**src/rtl/srx_pkg.sv**
```systemverilog
package srx_pkg;
    parameter int unsigned SRX_FRAME_BITS = 8;

    typedef struct packed {
        logic done;
        logic err;
    } srx_irq_t;
endpackage

```
**src/rtl/srx_sync.sv**
```systemverilog
module srx_sync #(
    parameter int unsigned STAGES = 2   // must be 2 or more
) (
    input  logic clk,
    input  logic rst_n,
    input  logic sclk_in,
    input  logic sdata_in,
    output logic rise,
    output logic bit_val
);
    typedef struct packed {
        logic [STAGES-1:0] ck;
        logic [STAGES-1:0] dt;
        logic              ck_last;
    } sync_t;

    sync_t st_d, st_q;

    always_comb begin
        st_d         = st_q;
        st_d.ck      = {st_q.ck[STAGES-2:0], sclk_in};
        st_d.dt      = {st_q.dt[STAGES-2:0], sdata_in};
        st_d.ck_last = st_q.ck[STAGES-1];
    end

    always_ff @(posedge clk or negedge rst_n) begin
        if (!rst_n) st_q <= '0;
        else        st_q <= st_d;
    end

    assign rise    = st_q.ck[STAGES-1] & ~st_q.ck_last;
    assign bit_val = st_q.dt[STAGES-1];


    rise_once_chk: assert property (@(posedge clk) disable iff (!rst_n)
        rise |=> !rise);
endmodule

```
**src/rtl/srx_shifter.sv**
```systemverilog
module srx_shifter #(
    parameter int unsigned FRAME_BITS = 8
) (
    input  logic                  clk,
    input  logic                  rst_n,
    input  logic                  rx_en,
    input  logic                  rise,
    input  logic                  bit_val,
    output logic                  frame_done,
    output logic [FRAME_BITS-1:0] frame_word
);
    localparam int unsigned CW = (FRAME_BITS > 2) ? $clog2(FRAME_BITS) : 1;
    localparam logic [CW-1:0] LAST = CW'(FRAME_BITS - 1);

    typedef struct packed {
        logic [CW-1:0]         cnt;
        logic [FRAME_BITS-1:0] sh;
    } shf_t;

    shf_t st_d, st_q;

    always_comb begin
        st_d       = st_q;
        frame_done = 1'b0;
        frame_word = {st_q.sh[FRAME_BITS-2:0], bit_val};
        if (!rx_en) begin
            st_d = '0;
        end else if (rise) begin
            st_d.sh = frame_word;
            if (st_q.cnt == LAST) begin
                st_d.cnt   = '0;
                frame_done = 1'b1;
            end else begin
                st_d.cnt = st_q.cnt + 1'b1;
            end
        end
    end

    always_ff @(posedge clk or negedge rst_n) begin
        if (!rst_n) st_q <= '0;
        else        st_q <= st_d;
    end


    en_clear_chk: assert property (@(posedge clk) disable iff (!rst_n)
        !rx_en |=> (st_q.cnt == '0));


    wrap_chk: assert property (@(posedge clk) disable iff (!rst_n)
        frame_done |=> (st_q.cnt == '0) && !frame_done);
endmodule

```
**src/rtl/srx_buffer.sv**
```systemverilog
module srx_buffer
    import srx_pkg::*;
#(
    parameter int unsigned FRAME_BITS = 8
) (
    input  logic                  clk,
    input  logic                  rst_n,
    input  logic                  frame_done,
    input  logic [FRAME_BITS-1:0] frame_word,
    input  logic                  rd_strobe,
    input  logic                  ovr_clr,
    output logic [FRAME_BITS-1:0] rd_data,
    output logic                  ovr_flag,
    output logic                  irq_done,
    output logic                  irq_err
);
    typedef struct packed {
        logic [FRAME_BITS-1:0] data;
        logic                  unread;
        logic                  ovr;
        srx_irq_t              irq;
    } buf_t;

    buf_t st_d, st_q;

    always_comb begin
        st_d     = st_q;
        st_d.irq = '0;
        if (rd_strobe) st_d.unread = 1'b0;
        if (frame_done) begin
            st_d.data     = frame_word;
            st_d.unread   = 1'b1;
            st_d.irq.done = 1'b1;
            if (st_q.unread) begin
                st_d.irq.err = 1'b1;
                st_d.ovr     = 1'b1;
            end
        end
        if (ovr_clr) st_d.ovr = 1'b0;
    end

    always_ff @(posedge clk or negedge rst_n) begin
        if (!rst_n) st_q <= '0;
        else        st_q <= st_d;
    end

    assign rd_data  = st_q.data;
    assign ovr_flag = st_q.ovr;
    assign irq_done = st_q.irq.done;
    assign irq_err  = st_q.irq.err;


    capture_chk: assert property (@(posedge clk) disable iff (!rst_n)
        frame_done |=> irq_done && (rd_data == $past(frame_word)));


    err_pulse_chk: assert property (@(posedge clk) disable iff (!rst_n)
        frame_done && st_q.unread |=> irq_err && irq_done);


    err_needs_done_chk: assert property (@(posedge clk) disable iff (!rst_n)
        irq_err |-> irq_done);


    ovr_set_chk: assert property (@(posedge clk) disable iff (!rst_n)
        frame_done && st_q.unread && !ovr_clr |=> ovr_flag);


    clr_wins_chk: assert property (@(posedge clk) disable iff (!rst_n)
        ovr_clr |=> !ovr_flag);


    sticky_chk: assert property (@(posedge clk) disable iff (!rst_n)
        ovr_flag && !ovr_clr |=> ovr_flag);


    read_clears_chk: assert property (@(posedge clk) disable iff (!rst_n)
        rd_strobe && !frame_done |=> !st_q.unread);


    done_width_chk: assert property (@(posedge clk) disable iff (!rst_n)
        irq_done |=> !irq_done);


    err_width_chk: assert property (@(posedge clk) disable iff (!rst_n)
        irq_err |=> !irq_err);
endmodule

```
**src/rtl/srx_channel.sv**
```systemverilog
module srx_channel
    import srx_pkg::*;
#(
    parameter int unsigned FRAME_BITS  = SRX_FRAME_BITS,
    parameter int unsigned SYNC_STAGES = 2
) (
    input  logic                  clk,
    input  logic                  rst_n,
    input  logic                  rx_en,
    input  logic                  sclk_in,
    input  logic                  sdata_in,
    input  logic                  rd_strobe,
    output logic [FRAME_BITS-1:0] rd_data,
    input  logic                  ovr_clr,
    output logic                  ovr_flag,
    output logic                  irq_done,
    output logic                  irq_err
);
    logic                  rise;
    logic                  bit_val;
    logic                  frame_done;
    logic [FRAME_BITS-1:0] frame_word;

    srx_sync #(.STAGES(SYNC_STAGES)) u_sync (
        .clk      (clk),
        .rst_n    (rst_n),
        .sclk_in  (sclk_in),
        .sdata_in (sdata_in),
        .rise     (rise),
        .bit_val  (bit_val)
    );

    srx_shifter #(.FRAME_BITS(FRAME_BITS)) u_shf (
        .clk        (clk),
        .rst_n      (rst_n),
        .rx_en      (rx_en),
        .rise       (rise),
        .bit_val    (bit_val),
        .frame_done (frame_done),
        .frame_word (frame_word)
    );

    srx_buffer #(.FRAME_BITS(FRAME_BITS)) u_buf (
        .clk        (clk),
        .rst_n      (rst_n),
        .frame_done (frame_done),
        .frame_word (frame_word),
        .rd_strobe  (rd_strobe),
        .ovr_clr    (ovr_clr),
        .rd_data    (rd_data),
        .ovr_flag   (ovr_flag),
        .irq_done   (irq_done),
        .irq_err    (irq_err)
    );
endmodule

```
**config.mk**
```make
export PLATFORM = sky130hd
export DESIGN_NAME = srx_channel
export DESIGN_NICKNAME = d
export VERILOG_FILES = /design/src/rtl/srx_pkg.sv /design/src/rtl/srx_sync.sv /design/src/rtl/srx_shifter.sv /design/src/rtl/srx_buffer.sv /design/src/rtl/srx_channel.sv
export SDC_FILE = /design/constraint.sdc
export NUM_CORES = 1
export LEC_CHECK = 0
export BUFFER_PORTS_ARGS = -buffer_cell sky130_fd_sc_hd__buf_2
export CORE_MARGIN = 4
export CORE_UTILIZATION = 48
export DETAILED_ROUTE_END_ITERATION = 10
export HOLD_SLACK_MARGIN = 0.05
export PLACE_DENSITY = 0.73
export SETUP_SLACK_MARGIN = 0.2
export SLEW_MARGIN = 10
export SYNTH_ARGS = -nofsm -noshare
export SYNTH_HDL_FRONTEND = slang
export SYNTH_SLANG_ARGS = --single-unit
```
**constraint.sdc**
```tcl
create_clock -name clk -period 2 [get_ports clk]
set_input_delay 0 -clock clk [delete_from_list [all_inputs] [get_ports clk]]
set_output_delay 0 -clock clk [all_outputs]
set_load 0.05 [all_outputs]
```
==> results of run 1 <==
cell type report:
type	count	area, µm²	share of cell area, %
clock buffers	3	22.5	1.86
clock inverters	1	5.00	0.413
inverters	2	7.51	0.620
multi-input cells	47	314	25.9
flip-flops and latches	27	676	55.8
well taps	27	33.8	2.79
repair buffers	24	153	12.6
where the power goes:
group	total, mW	switching (mW)	internal (mW)
Sequential	0.560	0.00519	0.555
Clock	0.224	0.149	0.0747
Combinational	0.0454	0.0256	0.0197
Total	0.829	0.180	0.649
cells in the mapped netlist (all sizes together), types with 2 or more instances:
library cell   n
inv            2
dfrtp         27
buf           10
ha             2
a21boi        10
nor2           2
nand2         19
mux2           8
worst min-delay path by stage:
stage | startpoint | to | depth (start not counted)
floorplan | rst_n | u_buf.irq_done | 0
finish | rst_n | u_sync.st_d[4] | 2
detailed placement | rst_n | u_sync.st_d[4] | 1
CTS | rst_n | u_sync.st_d[0] | 2
global route | rst_n | u_sync.st_d[0] | 2
global placement | rst_n | u_sync.st_d[0] | 1
repair_timing:
action / CTS / global route
resized for setup: 0 / 0
hold buffers: 6 / 0
setup buffers: 0 / 0
endpoints found under the hold margin: 41 / 0
flip-flops by register name, summed over array words and instances (netlist names):
register	count
u_buf.irq_done	1
u_buf.irq_err	1
u_buf.ovr_flag	1
u_buf.rd_data	8
u_buf.st_q	1
u_shf.frame_word	7
u_shf.st_q	3
u_sync.bit_val	1
u_sync.st_d	3
u_sync.st_q	1
metrics by stage:
stage | cell area (µm²) | worst slack, ps
after global routing | 1210 | 335
after global placement | 1120 | 526
after CTS | 1210 | 409
after floorplan | 1070 | 627
after detailed placement | 1120 | 437
final | 1210 | 444
cells by family after synthesis:
logic type | Yosys count
AOI/OAI and AO/OA | 12
adders and majority gates | 2
buffers and inverters | 13
DFF | 27
muxes | 8
and+or+nand+nor | 25
routing by layer:
layer	vias to the layer above	wire length (µm)	global-route usage (%)
met5	-	0	0
met4	0	0	4.86
met3	0	71	3.03
met2	10	882	20.9
met1	315	735	14.6
li1	311	-	-
==> flow_summary.ini, run 1 <==
[cells_and_area]
final_common_cell = dfrtp_1
diodes = 0
final_cell_mix = 27 x dfrtp_1, 19 x nand2_1, 17 x buf_2
area_growth_pct = 13.1
nFillCells = 188
final_util_pct = 59.3
fin_nets = 114
drive_above_1_share_pct = 31.7
finalNonFillerCells = 131

[logic_synthesis]
seq_area_frac_synth_pct = 63.1
synth-async-reset-ratio_pct = 100
synth_area_leaders = dfrtp_1 63%, mux2_2 8.4%, a21boi_0 7.0%
synth_adder_area_share_pct = 2.34
synth_cells = 87
yosysUniqueCellTypes = 17
synth-simple-area-share_pct = 10.3
synth_xor_area_share_pct = 0
ys_warn_count = 0
syn_area_um2 = 1070
synthFlopType = dfrtp_1
netlist.area_leader.share_pct = 63.1
synth_compound_area_share_pct = 8.29
yosys-mux-area-fraction_pct = 8.41
synth_edf_count = 0
ys_seq_elements = 27
synth_area_leader_cell = dfrtp_1
syn_nets = 96
synth_top_family_by_area = simple AND/OR/NAND/NOR gates
syn_avg_cell_area_um2 = 12.3

[die]
dieArea_um2 = 3050
core_um2 = 2040
ios = 18
fp-row-count = 16
die_x_um = 55.2
start_util_pct = 52.5
die_h_um = 55.2

[clock_tree]
cts_root_buf = clkbuf_4
path_clk_slew_ps = 140
clkSinkCount = 27
clk-insertion-delay-late_ps = 310
cts_tree = built
cts_buffers = 3
clock_path_buffers = 2
h-tree-depth = 1

[timing]
fin_crit_ps = 1560
tightest_slew_ps = 579
timing.final.crit_share_pct = 77.8
setup_tns_ps = 0
skew_ps = 2.14
hold-worst-slack_ps = 202
hold_violations = 0
relSlewSlack_pct = 61.4
setup_viol = 0
max_freq_ghz = 0.643
rsz0062_at_grt = no
slew_viol_final = 0

[critical_path]
cp_common_cell = ha_1
worstPathMaxFanout = 8
path_class = flop to flop
cp_slowest_cell = dfrtp_1
reg2reg_to = u_buf.rd_data[7]
timing.critical_path.slowest_cell_delay_ps = 400
crit_path_start_kind = flop
r2r_start = u_shf.st_q[8]
critPathCaptureType = flop
path_delay_family = flip-flops
worst_ep_required_time_ps = 2210
crit_end = u_buf.rd_data[7]
crit_start = u_shf.st_q[8]
worstPathCellList = ha_1, ha_1, nand3_2, inv_2, mux2_2
cp.depth = 5
critical_path_buf_inv_count = 1
worstRegToRegCells = 5
r2r_setup_slack_ps = 440
critPathArrivalTime_ps = 1770

[run]
cap_violations = 0

[worst_hold_path]
worstHoldPathType = primary input to async pin

[placed_design]
gp_congestion = 0.707
port_buffers = 17
place_hpwl_um = 1200
dp_cells = 121

[detailed_routing]
first_pass_iters = 2
wl_per_cell_um = 12.9
totalWireLength_um = 1690
drc_errors = 0
ant_nets = 0
vias = 636
drt-initial-drc-count = 1
via_per_inst = 4.85

[grt]
grt-ovfl-total = 0
grt_pass1_vias = 703
grt_max_degree = 28
track_usage_pct = 12.2
grt_pass1_wl_um = 3030
grt_antenna_before_repair = 0

[pwr]
leakage_nw = 0.616
p_total_mw = 0.829
cellPowerDensity_nw_per_um2 = 684
ir_drop_mv = 0.448

[status]
outcome = finished clean
Note: power is estimated with default switching activity, not from simulation.
==> inputs of run 2 (changes only) <==
PLACE_DENSITY = 0.75   (was 0.73)
clock period = 1.3 ns   (was 2 ns; I/O delays follow)
==> run 2 against run 1 <==
  * The run now ends with negative setup slack left
  * Clock power up 52%
  * Critical path depth unchanged
  * Maximum frequency up 14%
  * Critical path type unchanged
  * Worst hold slack worse by 150 ps
  * First-iteration DRC count rose to 3.0 times the previous value
  * Wire length up 2.1%
==> flow_summary.ini, run 2 (synthesized netlist as in run 1, its figures left out) <==
[status]
outcome = complete, but fails checks
violations = negative setup slack

[placed_design]
place_hpwl_um = 1170
dp_cells = 123
gp_congestion = 0.757
port_buffers = 17
dp_slack_ps = -78.4

[die]
die_h_um = 55.2
fp-row-count = 16
core_um2 = 2040
start_util_pct = 52.5
dieArea_um2 = 3050
die_x_um = 55.2
ios = 18

[worst_hold_path]
worstHoldPathType = primary input to flop

[critical_path]
cp_slowest_cell = dfrtp_1
worstPathCellList = ha_2, ha_4, nand3_4, inv_4, mux2_4
worstPathMaxFanout = 7
path_class = flop to flop
critPathArrivalTime_ps = 1580
critPathCaptureType = flop
worst_ep_required_time_ps = 1510
crit_path_start_kind = flop
timing.critical_path.slowest_cell_delay_ps = 390

[detailed_routing]
wl_per_cell_um = 12.7
drt-met1-wl_um = 783
drc_errors = 0
drt-initial-drc-count = 3
route.met3.wl_um = 113
ant_nets = 0
dr_wl_met2_um = 807
totalWireLength_um = 1720
via_per_inst = 4.85
vias = 659
maxUsedRoutingLayer = met4
first_pass_iters = 2

[timing]
max_freq_ghz = 0.730
rsz0062_at_grt = yes
slew_viol_final = 0
setup_viol = 9
fin_ws_ps = -69.8
hold_violations = 0
timing.final.crit_share_pct = 105
fin_crit_ps = 1370
tightest_slew_ps = 575
skew_ps = 7.24
relSlewSlack_pct = 61.7
setup_tns_ps = -513

[grt]
grt_pass1_wl_um = 3040
grt_max_degree = 28
grt_antenna_before_repair = 0
grt_pass1_vias = 694
track_usage_pct = 12.7
grt-ovfl-total = 0

[cells_and_area]
final_cell_mix = 27 x dfrtp_1, 18 x nand2_1, 17 x buf_2
diodes = 0
final_common_cell = dfrtp_1
fin_nets = 119
area_growth_pct = 22.4
largest_reg_flops = 8
final_util_pct = 64.2
drive_above_1_share_pct = 38.5
finalNonFillerCells = 136

[pwr]
leakage_nw = 0.647
cellPowerDensity_nw_per_um2 = 979
ir_drop_mv = 0.806
p_total_mw = 1.28

[clock_tree]
path_clk_slew_ps = 130
cts_root_buf = clkbuf_4
clk-insertion-delay-late_ps = 320
h-tree-depth = 1
clock_path_buffers = 2
cts_tree = built
ctsHoldBuffers = 6
cts_buffers = 3
clkSinkCount = 27

[run]
cap_violations = 0
run 2: cell count changes in the layout (fill, tap and decap cells not counted), moves of 2 or more:
cell and change:
buf_4 +2, mux2_4 +3, ha_1 -2, buf_6 +3, mux2_2 -3, a21boi_1 +5, a21boi_0 -5
run 2: path summary, 6_finish.rpt:
check                                 endpoint      startpoint  slack (ps)  cells after the start
min in group asynchronous  u_shf.frame_word[2]           rst_n         200                      2
max reg2reg                   u_buf.rd_data[7]   u_shf.st_q[8]         -70                      5
max                           u_buf.rd_data[7]   u_shf.st_q[8]         -70                      5
min                             u_buf.ovr_flag           rx_en          50                      3
max in group asynchronous  u_shf.frame_word[4]           rst_n         720                      2
min reg2reg                     u_sync.bit_val  u_sync.st_d[2]         370                      0
run 2: through the flow:
stage               instance area [µm²]  hold slack (ps)
global placement                   1170             28.1
CTS                                1280             7.28
floorplan                          1110             -296
global route                       1310             23.2
detailed placement                 1170             38.0
finish                             1310             47.3
run 2: where the power goes:
part	internal [mW]	switching, mW	leakage (nW)
Clock	0.115	0.225	0.0177
Combinational	0.0389	0.0437	0.265
Sequential	0.853	0.00823	0.364
run 2: cell type report:
| cell class | count | area [µm²] |
|---|---|---|
| clock buffers | 3 | 22.5 |
| clock inverters | 1 | 5.00 |
| fillers | 172 | 731 |
| inverters | 2 | 10.0 |
| multi-input cells | 47 | 363 |
| flip-flops and latches | 27 | 676 |
| well taps | 27 | 33.8 |
| repair buffers | 29 | 201 |
run 2: what timing repair did:
| action | CTS | global route |
|---|---|---|
| hold endpoints to repair | 41 | 2 |
| endpoints found under the setup margin | 17 | 22 |
| buffers inserted | 2 | 1 |
| gates resized for setup | 1 | 9 |
| pin swaps | 4 | 2 |
run 2: critical path, delay by kind of cell (launching register included):
kind	cells	cell delay [ps]
AND/OR/NAND/NOR	1	120
flip-flops	1	390
buffers and inverters	1	110
adder cells (fa/ha/maj)	2	350
multiplexers	1	290
run 2: layer usage:
| layer | GRT usage, % | vias to the layer above |
|---|---|---|
| met3 | 5.36 | 2 |
| met4 | 4.17 | 0 |
| met1 | 14.2 | 318 |
| met5 | 0 | - |
| met2 | 21.8 | 19 |
| li1 | - | 320 |
==> inputs of run 3 (changes only) <==
RECOVER_POWER = 100   (was not set)
TNS_END_PERCENT = 5   (was not set)
==> run 3 against run 2 <==
  * The run still ends with negative setup slack left
  * Die area is the same
  * Sequential share of layout area grew 0.35 points
  * Global-route usage rose by 0.83 points
  * Clock skew fell by 3.7 ps
  * Clock power up 3%
  * Non-clock buffer count is 1 higher
  * Via count rose by 1.4%
  * Critical endpoint is now u_buf.rd_data[4]
  * Cell count increased by 0.74%
  * Highest routed layer is now met3
  * Largest cell class unchanged
  * Design area fell by 0.67%
  * Total power increased by 0.87%
  * Worst hold slack improved by 170 ps
  * Critical path depth stayed put
==> flow_summary.ini, run 3 (synthesized netlist as in run 1, its figures left out) <==
[status]
outcome = complete, but fails checks
violations = negative setup slack

[pwr]
p_total_mw = 1.29
cellPowerDensity_nw_per_um2 = 994
leakage_nw = 0.628
ir_drop_mv = 0.668

[timing]
max_freq_ghz = 0.729
fin_ws_ps = -71.3
setup_tns_ps = -508
setup_viol = 10
rsz0062_at_grt = yes
hold_violations = 0
relSlewSlack_pct = 57.1
timing.final.crit_share_pct = 105
hold-worst-slack_ps = 216
slew_viol_final = 0
fin_crit_ps = 1370
tightest_slew_ps = 643
skew_ps = 3.54

[cells_and_area]
final_cell_mix = 27 x dfrtp_1, 19 x nand2_1, 12 x clkbuf_2
final_common_cell = dfrtp_1
largest_reg_flops = 8
drive_above_1_share_pct = 35.5
finalNonFillerCells = 137
fin_nets = 120
diodes = 0
area_growth_pct = 21.6

[placed_design]
dp_slack_ps = -80.6
place_hpwl_um = 1210
port_buffers = 17
dp_cells = 123
gp_congestion = 0.751

[critical_path]
crit_start = u_shf.st_q[8]
critPathArrivalTime_ps = 1590
worstPathMaxFanout = 7
r2r_start = u_shf.st_q[8]
path_class = flop to flop
crit_path_start_kind = flop
worst_ep_required_time_ps = 1520
critPathCaptureType = flop

[clock_tree]
h-tree-depth = 1
clock_path_buffers = 2
cts_tree = built
path_clk_slew_ps = 140
clk-insertion-delay-late_ps = 320
cts_buffers = 3
cts_root_buf = clkbuf_4
clkSinkCount = 27

[run]
cap_violations = 0

[detailed_routing]
via_per_inst = 4.88
totalWireLength_um = 1800
vias = 668
first_pass_iters = 2
drt-initial-drc-count = 7
drc_errors = 0
ant_nets = 0
wl_per_cell_um = 13.2

[grt]
track_usage_pct = 13.6
grt_pass1_vias = 723
grt_max_degree = 28
grt_antenna_before_repair = 0
grt_pass1_wl_um = 3280
grt-ovfl-total = 0

[die]
fp-row-count = 16
start_util_pct = 52.5
ios = 18
die_h_um = 55.2
core_um2 = 2040
die_x_um = 55.2
dieArea_um2 = 3050

[worst_hold_path]
worstHoldPathType = primary input to async pin
## run 3: changes by cell type in the layout (fill, tap and decap cells not counted), moves of 2 or more
| cell | delta |
|---|---|
| a21boi_1 | -3 |
| clkbuf_2 | +12 |
| a21boi_0 | +3 |
| buf_2 | -12 |
| buf_6 | -2 |
## run 3: stage by stage
step,area (µm²),util [%]
global placement,1170,57.5
finish,1300,63.8
detailed placement,1170,57.5
floorplan,1110,-
CTS,1300,63.5
global route,1300,63.8
## run 3: power breakdown
group | total [mW] | internal, mW | leakage (nW) | switching [mW]
sequential | 0.862 | 0.853 | 0.364 | 0.00855
combinational | 0.0824 | 0.0386 | 0.249 | 0.0438
clock | 0.351 | 0.117 | 0.0139 | 0.233
total | 1.29 | 1.01 | 0.628 | 0.286
## run 3: final timing paths
kind	to	slack [ps]	depth (start not counted)
setup / recovery	u_buf.rd_data[4]	-70	5
hold / removal	u_shf.frame_word[6]	220	2
setup reg to reg	u_buf.rd_data[4]	-70	5
hold reg to reg	u_sync.st_d[0]	370	0
max in group asynchronous	u_buf.ovr_flag	660	2
min in group clk	u_sync.st_d[2]	310	2
## run 3: area by class of cell
class	instances	area [µm²]
tap	27	33.8
clock buffer	3	22.5
fill	160	739
sequential	27	676
inverter	2	10.0
timing repair buffer	30	200
multi-input combinational	47	353
clock inverter	1	7.51
## run 3: what timing repair did
item,4_1_cts,5_1_grt
pin swaps,2,1
hold endpoints to repair,41,0
resized for setup,2,5
hold buffers,7,0
setup endpoints to repair,17,21
setup buffers,3,0
## run 3: routing by layer
metal / up-vias / part of all wire [%] / GRT usage (%)
met4: 0 / 0 / 5.21
li1: 323 / - / -
met5: - / 0 / 0
met1: 330 / 42 / 16.9
met2: 15 / 52 / 22.8
met3: 0 / 5.2 / 3.03
## run 3: worst max-delay path, stage by stage (launching register included)
cell and delay [ps]:
dfrtp_1 390, ha_2 200, ha_4 150, nand3_4 130
inv_4 120, mux2_4 290
